[config.mk]
export PLATFORM = sky130hd
export DESIGN_NAME = twostage_wdog
export DESIGN_NICKNAME = d
export VERILOG_FILES = /design/src/rtl/twostage_wdog_pkg.sv /design/src/rtl/wdog_regs.sv /design/src/rtl/wdog_core.sv /design/src/rtl/wdog_rdata.sv /design/src/rtl/twostage_wdog.sv
export SDC_FILE = /design/constraint.sdc
export NUM_CORES = 1
export LEC_CHECK = 0
export BUFFER_PORTS_ARGS = -buffer_cell sky130_fd_sc_hd__buf_2
export CAP_MARGIN = 0
export CORE_AREA = 4 4 99 101
export CTS_CLUSTER_SIZE = 24
export DETAILED_ROUTE_END_ITERATION = 10
export DIE_AREA = 0 0 103 105
export PLACE_DENSITY = 0.86
export SKIP_LAST_GASP = 1
export SLEW_MARGIN = 20
export SYNTH_ARGS = -nofsm -noshare
export SYNTH_HDL_FRONTEND = slang
export SYNTH_SLANG_ARGS = --single-unit
[constraint.sdc]
create_clock -name clk -period 2.3 [get_ports clk]
set_input_delay 0.115 -clock clk [delete_from_list [all_inputs] [get_ports clk]]
set_output_delay 0.115 -clock clk [all_outputs]
set_load 0.05 [all_outputs]
[src/rtl/twostage_wdog_pkg.sv]
package twostage_wdog_pkg;
  localparam int ADDR_W = 12;

  localparam logic [ADDR_W-1:0] OFF_LOAD = 12'h000;
  localparam logic [ADDR_W-1:0] OFF_VAL  = 12'h004;
  localparam logic [ADDR_W-1:0] OFF_CTRL = 12'h008;
  localparam logic [ADDR_W-1:0] OFF_ICLR = 12'h00C;
  localparam logic [ADDR_W-1:0] OFF_RIS  = 12'h010;
  localparam logic [ADDR_W-1:0] OFF_MIS  = 12'h014;
  localparam logic [ADDR_W-1:0] OFF_KEY  = 12'hC00;

  typedef struct packed {
    logic rst_en;
    logic run;
  } ctrl_t;
endpackage

[src/rtl/wdog_regs.sv]
module wdog_regs
  import twostage_wdog_pkg::*;
#(
  parameter int DW = 32,
  parameter logic [DW-1:0] KEY = 32'h1ACCE551
) (
  input  logic              clk,
  input  logic              rst_n,
  input  logic              psel,
  input  logic              penable,
  input  logic              pwrite,
  input  logic [ADDR_W-1:0] paddr,
  input  logic [DW-1:0]     pwdata,
  output ctrl_t             ctrl_o,
  output logic [DW-1:0]     load_o,
  output logic              reload_o,
  output logic [DW-1:0]     reload_val_o,
  output logic              clr_o,
  output logic              locked_o
);
  localparam logic [DW-1:0] ONE  = {{(DW-1){1'b0}}, 1'b1};
  localparam logic [DW-1:0] ONES = '1;

  logic          wr, wr_ok;
  logic [DW-1:0] load_wdata;
  ctrl_t         ctrl_q;
  logic [DW-1:0] load_q;
  logic          locked_q;

  assign wr         = psel & penable & pwrite;
  assign wr_ok      = wr & ~locked_q;
  assign load_wdata = (pwdata == '0) ? ONE : pwdata;

  always_ff @(posedge clk or negedge rst_n) begin
    if (!rst_n) begin
      ctrl_q   <= '0;
      load_q   <= ONES;
      locked_q <= 1'b0;
    end else begin
      if (wr && paddr == OFF_KEY) locked_q <= (pwdata != KEY);
      if (wr_ok && paddr == OFF_CTRL) begin
        ctrl_q.run    <= pwdata[0];
        ctrl_q.rst_en <= pwdata[1];
      end
      if (wr_ok && paddr == OFF_LOAD) load_q <= load_wdata;
    end
  end

  assign reload_o     = wr_ok & ((paddr == OFF_LOAD) | (paddr == OFF_ICLR));
  assign reload_val_o = (paddr == OFF_LOAD) ? load_wdata : load_q;
  assign clr_o        = wr_ok & (paddr == OFF_ICLR);
  assign ctrl_o       = ctrl_q;
  assign load_o       = load_q;
  assign locked_o     = locked_q;

  // a locked bank ignores control and load writes
  a_r10_ctrl_locked: assert property (@(posedge clk) disable iff (!rst_n)
    (locked_q && wr && paddr == OFF_CTRL) |=> $stable(ctrl_q));
  a_r10_load_locked: assert property (@(posedge clk) disable iff (!rst_n)
    (locked_q && wr && paddr == OFF_LOAD) |=> $stable(load_q));
  // the key always unlocks, whatever the prior state
  a_r9_key_unlocks: assert property (@(posedge clk) disable iff (!rst_n)
    (wr && paddr == OFF_KEY && pwdata == KEY) |=> !locked_q);
  // the stored load value is never zero
  a_r8_load_nonzero: assert property (@(posedge clk) disable iff (!rst_n)
    load_q != '0);
endmodule

[src/rtl/wdog_core.sv]
module wdog_core
  import twostage_wdog_pkg::*;
#(
  parameter int DW = 32
) (
  input  logic          clk,
  input  logic          rst_n,
  input  ctrl_t         ctrl_i,
  input  logic [DW-1:0] load_i,
  input  logic          reload_i,
  input  logic [DW-1:0] reload_val_i,
  input  logic          clr_i,
  output logic [DW-1:0] cnt_o,
  output logic          raw_o,
  output logic          rst_req_o
);
  logic [DW-1:0] cnt_q;
  logic          raw_q, rst_q;
  logic          at_zero;

  assign at_zero = (cnt_q == '0);

  always_ff @(posedge clk or negedge rst_n) begin
    if (!rst_n) begin
      cnt_q <= '1;
      raw_q <= 1'b0;
      rst_q <= 1'b0;
    end else if (reload_i) begin
      cnt_q <= reload_val_i;
      if (clr_i) raw_q <= 1'b0;
    end else if (ctrl_i.run) begin
      if (at_zero) begin
        cnt_q <= load_i;
        raw_q <= 1'b1;
        if (raw_q && ctrl_i.rst_en) rst_q <= 1'b1;
      end else begin
        cnt_q <= cnt_q - 1'b1;
      end
    end
  end

  assign cnt_o     = cnt_q;
  assign raw_o     = raw_q;
  assign rst_req_o = rst_q;

  // one step per clock while running, no motion while stopped
  a_r2_step: assert property (@(posedge clk) disable iff (!rst_n)
    (ctrl_i.run && !reload_i && !at_zero) |=> cnt_q == $past(cnt_q) - 1'b1);
  a_r2_hold: assert property (@(posedge clk) disable iff (!rst_n)
    (!ctrl_i.run && !reload_i) |=> $stable(cnt_q));
  // the raw interrupt appears only from an expiry
  a_r3_raw_from_expiry: assert property (@(posedge clk) disable iff (!rst_n)
    $rose(raw_q) |-> $past(ctrl_i.run && at_zero));
  // a reset request needs a pending interrupt and the enable
  a_r4_rst_needs_pending: assert property (@(posedge clk) disable iff (!rst_n)
    $rose(rst_q) |-> $past(raw_q && ctrl_i.rst_en));
  // the reset request never falls outside reset
  a_r5_rst_sticky: assert property (@(posedge clk) disable iff (!rst_n)
    rst_q |=> rst_q);
endmodule

[src/rtl/wdog_rdata.sv]
module wdog_rdata
  import twostage_wdog_pkg::*;
#(
  parameter int DW = 32
) (
  input  logic [ADDR_W-1:0] paddr,
  input  ctrl_t             ctrl_i,
  input  logic [DW-1:0]     load_i,
  input  logic [DW-1:0]     cnt_i,
  input  logic              raw_i,
  input  logic              locked_i,
  output logic [DW-1:0]     prdata
);
  always_comb begin
    prdata = '0;
    unique case (paddr)
      OFF_LOAD: prdata = load_i;
      OFF_VAL:  prdata = cnt_i;
      OFF_CTRL: prdata = {{(DW-2){1'b0}}, ctrl_i.rst_en, ctrl_i.run};
      OFF_RIS:  prdata = {{(DW-1){1'b0}}, raw_i};
      OFF_MIS:  prdata = {{(DW-1){1'b0}}, raw_i & ctrl_i.run};
      OFF_KEY:  prdata = {{(DW-1){1'b0}}, locked_i};
      default:  prdata = '0;
    endcase
  end
endmodule

[src/rtl/twostage_wdog.sv]
module twostage_wdog
  import twostage_wdog_pkg::*;
#(
  parameter int DW = 32,
  parameter logic [DW-1:0] KEY = 32'h1ACCE551
) (
  input  logic              clk,
  input  logic              rst_n,
  input  logic              psel,
  input  logic              penable,
  input  logic              pwrite,
  input  logic [ADDR_W-1:0] paddr,
  input  logic [DW-1:0]     pwdata,
  output logic [DW-1:0]     prdata,
  output logic              irq_o,
  output logic              rst_req_o
);
  ctrl_t         ctrl;
  logic [DW-1:0] load_val, reload_val, cnt;
  logic          reload, clr, locked, raw;

  wdog_regs #(.DW(DW), .KEY(KEY)) u_regs (
    .clk(clk), .rst_n(rst_n), .psel(psel), .penable(penable),
    .pwrite(pwrite), .paddr(paddr), .pwdata(pwdata),
    .ctrl_o(ctrl), .load_o(load_val), .reload_o(reload),
    .reload_val_o(reload_val), .clr_o(clr), .locked_o(locked)
  );

  wdog_core #(.DW(DW)) u_core (
    .clk(clk), .rst_n(rst_n), .ctrl_i(ctrl), .load_i(load_val),
    .reload_i(reload), .reload_val_i(reload_val), .clr_i(clr),
    .cnt_o(cnt), .raw_o(raw), .rst_req_o(rst_req_o)
  );

  wdog_rdata #(.DW(DW)) u_rdata (
    .paddr(paddr), .ctrl_i(ctrl), .load_i(load_val), .cnt_i(cnt),
    .raw_i(raw), .locked_i(locked), .prdata(prdata)
  );

  assign irq_o = raw & ctrl.run;
endmodule

# Word level (Yosys, flattened, before mapping)
# Cells that the tools add are included.
word_totals:
  ff_bits: 69
  elab_cells: 46
  inputBits: 49
  out_inout_bits: 34
classes:
  n_bitwise: 9
  reduce_logical: 11
  n_eq_ne: 8
  n_mux: 10
  addsub: 1
ops:
  columns: ["op", "count"]
  rows:
  - ["one-hot mux 32 bit (6 select lines)", 1]
  - ["two-way mux 32 bit", 5]
  - ["zero test 32 bit", 2]
  - ["inequality test 32 x 29 -> 1 bit, second input constant", 1]
  - ["subtractor 32 x 1 -> 32 bit, second input constant", 1]
  - ["equality test 12 x 4 -> 1 bit, second input constant", 2]
  - ["equality test 12 x 5 -> 1 bit, second input constant", 2]
  - ["equality test 12 bit, second input constant", 1]
  - ["equality test 12 x 3 -> 1 bit, second input constant", 1]
  - ["zero test 12 bit", 1]
  - ["AND 1 bit", 6]
  - ["logical AND 1 bit", 4]
  - ["two-way mux 1 bit", 4]
  - ["AND reduction 4 bit", 1]
  - ["nonzero test 2 bit", 2]
  - ["AND reduction 3 bit", 1]
  - ["inequality test 2 x 1 -> 1 bit, second input constant", 1]
  - ["inverter 1 bit", 2]
  - ["bitwise OR 1 bit", 1]

# Logic depth before layout (Yosys ltp)
# Gate-level depths: netlist (run 1).
logic_depth:
  depth_word: 6
  depth_mapped: 10
  mapped_depth_nobuf: 8

# Hierarchy
# A second synthesis (run 1) with hierarchy kept.
unflattened:
  cells_unflattened: 519
  area_unflattened_um2: 5260.0
modules_own_cells:
  columns: ["module", "area_each_um2", "n_inst", "cells_each", "seq_area_each_um2"]
  rows:
  - ["wdog_core", 2615.0, 1, 312, 890.9]
  - ["wdog_regs", 2108.3, 1, 148, 915.9]
  - ["wdog_rdata", 530.5, 1, 58, 0.0]
  - ["twostage_wdog", 6.3, 1, 1, 0.0]

# Least setup slack after synthesis (run 1)
# Ideal clock, no wire load.
synth_timing:
  path_kind: "reg2out"
  from: "register u_regs.ctrl_q (netlist bit u_regs.ctrl_o[0])"
  to: "output prdata[0]"
  t_required_ns: 2.185
  n_path_buf: 1
  path_slack_ns: -0.247
  stages_incl_launch_ff: 8
  t_arrival_ns: 2.432
  path_cell_list: "dfrtp_1 buf_2 inv_2 nand2_1 a32oi_1 nor2_1 a31oi_1 o41ai_1"
synth_via:
  elab_chain_cells: 2
synth_lines:
  columns: ["item", "line", "rtl"]
  rows:
  - ["start, declared", "wdog_regs.sv:26", "ctrl_t ctrl_q;"]
  - ["AND 1 bit", "wdog_rdata.sv:21", "OFF_MIS: prdata = {{(DW-1){1'b0}}, raw_i & ctrl_i.run};"]
  - ["one-hot mux 32 bit (6 select lines) *", "wdog_rdata.sv:16", "unique case (paddr)"]
  - ["end, declared", "twostage_wdog.sv:14", "output logic [DW-1:0] prdata,"]
# Every way passes the cells marked *; elsewhere a longest branch is shown, timed or not.

# Final worst setup path (run 1)
layout_timing:
  from: "input paddr[1]"
  to: "output prdata[15]"
layout_via:
  elab_chain_cells: 2
  elab_cells_between_ends: 7
  classes_between: "eq/ne (5); mux (1); reduce/logical (1)"
layout_lines:
  columns: ["item", "line", "rtl"]
  rows:
  - ["start, declared", "twostage_wdog.sv:12", "input logic [ADDR_W-1:0] paddr,"]
  - ["equality test 12 bit, or another cell as far along", "wdog_rdata.sv:16", null]
  - ["one-hot mux 32 bit (6 select lines) *", "wdog_rdata.sv:16", null]
# Marks and branches as above.

==> metrics.txt, run 1 <==
leak pwr=2.38 nW; Die Ht=105 um; cell taking the most area after synthesis=dfstp_2; layout net count=651; sequential power share=53.5%; DR WL/cell=21.6 um; R2R Setup Slk=0.10 ns; ys async rst share=100%; Hold Violations, Final=0; non-filler cells, final=716; Die X-Extent=103 um; Max-cap violations=0; initial antenna violation count=0; drt first pass iters=5; # placed instances=699; VDD IR max=0.271 mV; final core occ=65.3%; layout cells sized above 1=42.8%; fmax=0.442 GHz; required time worst endpoint=2.18 ns; std cell rows=35; combinational share of power=13.4%; Area growth syn-to-layout=19.0%; startpoint types=input pin; Initial Util=54.8%; peak fanout along the critical path=62; hold depth=2; CP bufs+invs=4; Psw=0.815 mW; Clock Root Buffer=clkbuf_8; internal power=1.97 mW; IO Count=83; sw frac=29.3%; CTS buffer count=9; CTS tree=built; HPWL after DPL=11000 um; fill count=686; critical path class=input pin to output port; Yosys reg bits=69; post-synth top area share=34.0%; cell mode on critical path=buf_2; Die Area=10800 um2; Placer Congestion=0.922; most frequent cells in the layout=buf_2, dfstp_2, buf_4; post-synthesis cell type count=68; Synth Warn #=0; ant diodes=0; cell depth of the worst setup path=7; via count=4875; Power Dens Cells=472 nW/um2; CTS clk-pin slew, worst paths=0.07 ns; Worst Path Arrival=2.15 ns; number of synthesized flops with an enable pin=0; final wirelength=15500 um; outcome=complete, no violations; number of global-route vias before repair=4884; hold slack=0.0268 ns; core area=9020 um2; Setup TNS=0 ns; Synth Net Count=554; Clk pwr share=33.1%; grt ovf=0; worst reg2reg path depth=9; initial DRC count=669; pin count of the biggest net entering global routing=63; Sink Count=69; Mapped Area=4950 um2; multi-input logic area=2960 um2; critical path endpoint category=output port; synthesized instance count=503; delay of the slowest critical-path stage=0.53 ns; Tmin final=2.26 ns; later-pin clock latency in the skew report=0.35 ns; PortBufs=82; Post-DRT Antenna Nets=0; Slew @ Worst Pin=0.666 ns; worst-path cell chain=buf_2 > or4_4 > buf_4 > nor4_2 > buf_12 > a22o_1 > buf_2; worst min path class=input pin to register; first-pass GRT wire length=24700 um; Register Area=1810 um2; Seq/Total Area, Yosys=36.5%; maximum clock insertion buffer count=2; Final Skew=0.00703 ns; crit path max-delay cell type=or4_4; commonest non-fill, non-tap cell in the layout=buf_2; top area cells in the synthesized netlist=dfstp_2, mux2_4, mux2i_1; Total GRT Usage=29.0%; hold_buf cts=0; Tot Pwr=2.78 mW; endpoints failing setup=0; H-tree level count=3; Post-synth top flop=dfstp_2; Slew Limit Fails=0; ratio of final minimum period to clock period=98.3%; RSZ-0062 raised after global routing=yes; Post-Syn Area per Cell=9.84 um2; Via density=6.81; Rel. slew slack=55.6%; Remaining DRCs=0; CP delay by family, top=simple AND/OR/NAND/NOR gates
## per-layer routing
metal	GRT usage, %	routed length [um]	up-vias
met2	45.1	7250	329
met4	13.4	759	0
met1	38.4	6050	2332
li1	-	-	2132
met3	5.54	1420	82
met5	0	0	-
## synth_stat cells (5+ instances only)
master and number:
dfstp_2 64, nor2_1 35, nand2_1 32, mux2i_1 31, a22o_1 30, mux2_4 30
o21ai_0 26, nand3_1 23, buf_2 19, nor4_1 19, nor3_1 16, a21oi_1 12
clkbuf_1 12, xor2_1 11, xnor2_1 9, nand4_1 8, o211ai_1 8, o22ai_1 7
a31oi_1 6, inv_1 6, a211oi_1 5, a21o_1 5, and3_1 5, dfrtp_1 5
mux2_2 5, o221ai_1 5, or4_1 5
## through the flow
stage / setup WS (ns) / cell area (um2)
floorplan: 0.117 / 4950
global placement: 0.0932 / 5660
detailed placement: -0.0427 / 5660
CTS: 0.0225 / 5840
global route: -0.0355 / 5890
finish: 0.0393 / 5890
## sequential cells by signal (all words and copies together) (netlist names)
name / flops
u_core.cnt_o: 32
u_regs.load_o: 32
u_regs.ctrl_o: 2
u_core.raw_o: 1
u_core.rst_req_o: 1
u_regs.locked_o: 1
## final timing paths
| check | endpoint | startpoint |
|---|---|---|
| max | prdata[15] | paddr[1] |
| min | u_regs.load_o[7] | pwdata[7] |
| max reg2reg | u_core.cnt_o[23] | u_core.cnt_o[1] |
| min reg2reg | u_core.rst_req_o | u_core.rst_req_o |
| max in group asynchronous | u_core.cnt_o[13] | rst_n |
| min in group asynchronous | u_regs.load_o[25] | rst_n |
## power by group through the flow
stage / Sequential [mW] / Clock (mW) / Combinational [mW]
after floorplan: 1.43 / 0 / 0.240
after CTS: 1.47 / 0.917 / 0.363
after detailed placement: 1.49 / 0 / 0.359
after global placement: 1.48 / 0 / 0.344
final: 1.49 / 0.920 / 0.371
after global routing: 1.50 / 0.970 / 0.407
## cell families (layout without fill, tap and decap cells)
group | count (synthesis) | count (layout) | synth area share, %
DFF | 69 | 69 | 36.5
and+or+nand+nor | 170 | 170 | 18.6
buffers and inverters | 44 | 146 | 4.96
AOI/OAI and AO/OA | 132 | 132 | 19.3
muxes | 66 | 66 | 16.5
adders and majority gates | 2 | 2 | 0.506
xor gates and xnor gates | 20 | 20 | 3.54
## repair_timing
item                       in CTS  in global routing
pin swaps                       1                  1
resized for setup               0                 12
setup endpoints to repair       1                 55
setup buffers                   1                  0
## cell type report
cell class | instances | area share (%)
multi-input cells | 390 | 50.2
repair buffers | 123 | 13.4
inverters | 7 | 0.446
well taps | 111 | 2.36
flip-flops and latches | 69 | 30.7
clock inverters | 1 | 0.0850
clock buffers | 15 | 2.83
Note: power is estimated with default switching activity, not from simulation.
==> inputs of run 2 (changes only) <==
--- a/config.mk
+++ b/config.mk
@@ -13,2 +13,3 @@
 export DIE_AREA = 0 0 103 105
+export GPL_ROUTABILITY_DRIVEN = 0
 export PLACE_DENSITY = 0.86
--- a/constraint.sdc
+++ b/constraint.sdc
@@ -3,2 +3,2 @@
 set_output_delay 0.115 -clock clk [all_outputs]
-set_load 0.05 [all_outputs]
+set_load 0.02 [all_outputs]
==> run 2 against run 1 <==
  * Cell count down 0.98%
  * Power up 5.2%
  * Clock skew down 0.00079 ns
  * Sequential power about the same
  * Wire length down 2.2%
  * Die area unchanged
  * Global-route usage down 0.42 points
  * Sequential share of layout area up 0.078 points
  * Register-to-register slack about the same
  * Non-clock buffer count down 7
  * Setup slack better by 0.022 ns
  * Clock power up 17%
  * Critical endpoint is now prdata[17]
  * Largest cell class unchanged
  * Largest power group unchanged
==> metrics.txt, run 2 (synthesis results as in run 1) <==
Final Skew=0.00624 ns; R2R Path Start=u_core.cnt_o[1]; number of global-route vias before repair=4816; Area growth syn-to-layout=18.7%; Tmin final=2.24 ns; Post-DRT Antenna Nets=0; layout net count=644; Hold Violations, Final=0; PortBufs=82; Register Area=1810 um2; Worst Path Arrival=2.12 ns; Sink Count=69; startpoint types=input pin; fmax=0.447 GHz; via count=4754; CTS buffer count=9; HPWL after DPL=10900 um; ant diodes=0; Setup TNS=0 ns; std cell rows=35; first-pass GRT wire length=24300 um; H-tree level count=3; core area=9020 um2; most frequent cells in the layout=buf_2, dfstp_2, nor2_1; Via density=6.71; CP startpoint=paddr[1]; maximum clock insertion buffer count=2; Clock Root Buffer=clkbuf_8; peak fanout along the critical path=14; pin count of the biggest net entering global routing=43; fill count=673; Slew @ Worst Pin=0.639 ns; RSZ-0062 raised after global routing=yes; leak pwr=2.36 nW; Max-cap violations=0; endpoints failing setup=0; Power Dens Cells=498 nW/um2; later-pin clock latency in the skew report=0.37 ns; critical path endpoint category=output port; DR WL/cell=21.3 um; CTS tree=built; drt first pass iters=5; outcome=complete, no violations; Die Ht=105 um; initial DRC count=520; critical path class=input pin to output port; required time worst endpoint=2.18 ns; Remaining DRCs=0; final core occ=65.1%; layout cells sized above 1=42.3%; worst hold start=pwdata[19]; grt ovf=0; worst min path class=input pin to register; Die X-Extent=103 um; VDD IR max=0.292 mV; IO Count=83; final wirelength=15100 um; Total GRT Usage=28.5%; commonest non-fill, non-tap cell in the layout=buf_2; initial antenna violation count=0; CTS clk-pin slew, worst paths=0.08 ns; Rel. slew slack=57.4%; Initial Util=54.8%; Slew Limit Fails=0; Die Area=10800 um2; ratio of final minimum period to clock period=97.3%; multi-input logic area=2930 um2
==> run 2: cell types whose count changed in the layout (fill, tap and decap cells not counted), moves of 2 or more <==
cell / change
buf_12: +3
buf_4: -8
buf_6: -2
clkbuf_1: -4
clkinvlp_4: +2
nor2_1: +2
==> run 2: final timing paths <==
kind	endpoint	depth (start not counted)	slack, ns
setup / recovery	prdata[17]	7	0.06
hold reg to reg	u_core.rst_req_o	1	0.51
max in group asynchronous	u_regs.load_o[1]	2	1.83
min in group asynchronous	u_regs.load_o[31]	1	0.13
setup reg to reg	u_core.cnt_o[1]	9	0.10
hold / removal	u_regs.load_o[19]	2	0.02
==> run 2: cell type report <==
type	instances	share of cell area, %
clock inverter	5	1.00
tap	111	2.36
multi-input combinational	390	49.8
sequential	69	30.8
clock buffer	11	2.58
inverter	7	0.447
timing repair buffer	116	13.0
==> run 2: layer usage <==
metal	vias up	global-route usage (%)	wire (um)
li1	2116	-	-
met5	-	0	0
met2	305	43.3	6950
met3	60	6.14	1470
met1	2273	38.8	6080
met4	0	12.4	622
==> run 2: timing repair <==
action,4_1_cts,5_1_grt
gates resized for setup,0,5
endpoints found under the setup margin,0,14
buffers inserted,0,0
hold buffers,0,0
==> run 2: worst max-delay path, cell delays in order <==
cell	delay (ns)
buf_2	0.10
or4_4	0.56
or3_4	0.43
nor3b_2	0.26
buf_4	0.28
a22o_1	0.21
buf_2	0.18
==> run 2: power breakdown <==
part | leakage, nW | internal [mW] | total, mW | switching (mW)
clock | 0.102 | 0.560 | 1.08 | 0.519
combinational | 1.53 | 0.164 | 0.363 | 0.198
sequential | 0.730 | 1.34 | 1.48 | 0.137
total | 2.36 | 2.07 | 2.92 | 0.855
==> run 2: stage by stage <==
step / hold WS [ns] / worst slack, ns / area [um2] / std cells / power [mW]
6_report: 0.0188 / 0.0615 / 5870 / 709 / 2.92
5_1_grt: 0.0141 / -0.0130 / 5870 / 709 / 3.03
4_1_cts: 0.0105 / 0.0427 / 5850 / 709 / 2.91
3_5_place_dp: 0.391 / -0.0113 / 5640 / 693 / 1.85
3_3_place_gp: 0.378 / 0.0609 / 5640 / 693 / 1.82
2_1_floorplan: -0.181 / 0.197 / 4950 / 503 / 1.67
==> inputs of run 3 (changes only) <==
- MAX_ROUTING_LAYER: default -> met4
==> run 3 against run 2 <==
  * Global-route usage rose by 0.79 points
  * Clock skew barely moved
  * Register-to-register slack got worse by 0.02 ns
  * Sequential share of layout area did not move
  * Die area did not move
  * Sequential power barely moved
  * Combinational power barely moved
  * Flip-flop and latch count did not move
  * Critical endpoint unchanged
  * Fmax fell by 0.66%
  * First-iteration DRC count fell by 3.3%
  * Utilization did not move
==> metrics.txt, run 3 (synthesis results as in run 1) <==
pin count of the biggest net entering global routing=43; CTS clk-pin slew, worst paths=0.08 ns; layout cells sized above 1=42.3%; # resized after CTS=0; final wirelength=15200 um; Die Area=10800 um2; Rel. slew slack=56.6%; hold_buf cts=0; R2R Setup Slk=0.08 ns; worst reg2reg path depth=8; VDD IR max=0.288 mV; PortBufs=82; startpoint types=input pin; initial antenna violation count=0; leak pwr=2.36 nW; DR WL/cell=21.4 um; delay of the slowest critical-path stage=0.56 ns; crit path max-delay cell type=or4_4; cell mode on critical path=buf_2; first-pass GRT wire length=24400 um; Die Ht=105 um; met2 WL=7010 um; core area=9020 um2; Slew @ Worst Pin=0.650 ns; Hold Violations, Final=0; Final Skew=0.00610 ns; worst hold start=pwdata[19]; hold depth=2; worst min path class=input pin to register; Tot Pwr=2.93 mW; Initial Util=54.8%; Remaining DRCs=0; final core occ=65.1%; endpoints failing setup=0; critical path class=input pin to output port; fmax=0.444 GHz; Die X-Extent=103 um; DR top layer=met4; commonest non-fill, non-tap cell in the layout=buf_2; Slew Limit Fails=0; outcome=complete, no violations; required time worst endpoint=2.18 ns; Total GRT Usage=29.3%; Via density=6.76; fin area=5870 um2; wire length on met1=6180 um; peak fanout along the critical path=14; CTS buffer count=9; worst-path cell chain=buf_2 > or4_4 > or3_4 > nor3b_2 > buf_4 > a22o_1 > buf_2; met3 wire length=1470 um; Power Dens Cells=498 nW/um2; R2R Path Start=u_core.cnt_o[1]; Area growth syn-to-layout=18.7%; Tmin final=2.25 ns; FF-to-FF End=u_core.cnt_o[24]; layout net count=644; Sink Count=69; ratio of final minimum period to clock period=98.0%; Clock Root Buffer=clkbuf_8; H-tree level count=3; dpl cell area=5640 um2; IO Count=83; drt first pass iters=5; via count=4790; std cell rows=35; number of global-route vias before repair=4808; CP bufs+invs=3; setup bufs post-CTS=0; Max-cap violations=0; Post-DRT Antenna Nets=0; grt ovf=0; maximum clock insertion buffer count=2; WHS Endpoint=u_regs.load_o[19]; RSZ-0062 raised after global routing=yes; initial DRC count=503; CP delay by family, top=simple AND/OR/NAND/NOR gates; critical path endpoint category=output port; ant diodes=0; most frequent cells in the layout=buf_2, dfstp_2, nor2_1; Worst Path Arrival=2.14 ns; HPWL after DPL=10900 um; later-pin clock latency in the skew report=0.36 ns; CTS tree=built
-- run 3: cell counts in the layout (fill, tap and decap cells not counted) --
No cell type changed its count.
-- run 3: cell type report --
| type | instances | area (um2) |
|---|---|---|
| Clock buffer | 11 | 151 |
| Clock inverter | 5 | 58.8 |
| Fill cell | 673 | 3150 |
| Inverter | 7 | 26.3 |
| Multi-Input combinational cell | 390 | 2930 |
| Sequential cell | 69 | 1810 |
| Tap cell | 111 | 139 |
| Timing Repair Buffer | 116 | 766 |
-- run 3: how the worst max path moves through the flow --
stage                       end             from  cells after the start  slack (ns)
4_1_cts         u_core.cnt_o[1]  u_core.cnt_o[1]                      9        0.04
3_3_place_gp    u_core.cnt_o[1]         paddr[9]                      8        0.06
3_5_place_dp    u_core.cnt_o[8]         paddr[9]                      9       -0.01
6_report             prdata[17]         paddr[1]                      7        0.05
5_1_grt              prdata[17]         paddr[1]                      7       -0.01
2_1_floorplan  u_core.cnt_o[24]  u_core.cnt_o[0]                      9        0.20
-- run 3: power breakdown --
| group | switching, mW | total [mW] | internal (mW) |
|---|---|---|---|
| Sequential | 0.140 | 1.48 | 1.34 |
| Clock | 0.517 | 1.08 | 0.560 |
| Combinational | 0.201 | 0.365 | 0.164 |
-- run 3: per-layer routing --
metal,vias up,track usage (%)
met2,300,43.4
met1,2323,38.9
li1,2112,-
met5,-,-
met4,0,12.2
met3,55,5.94
-- run 3: worst reg2reg max path, stage by stage (launching register included) --
cell	delay [ns]
dfstp_2	0.39
inv_1	0.09
ha_1	0.16
or4b_4	0.49
or2_4	0.28
mux2_2	0.22
a21oi_1	0.06
a311oi_1	0.31
o21bai_1	0.16
-- run 3: metrics by stage --
stage,std cells,setup TNS [ns],worst slack [ns],hold WS (ns)
2_1_floorplan,503,0,0.197,-0.181
3_3_place_gp,693,0,0.0609,0.378
3_5_place_dp,693,-0.0238,-0.0113,0.391
4_1_cts,709,0,0.0427,0.0105
5_1_grt,709,-0.0163,-0.0130,0.0142
6_report,709,0,0.0466,0.0172
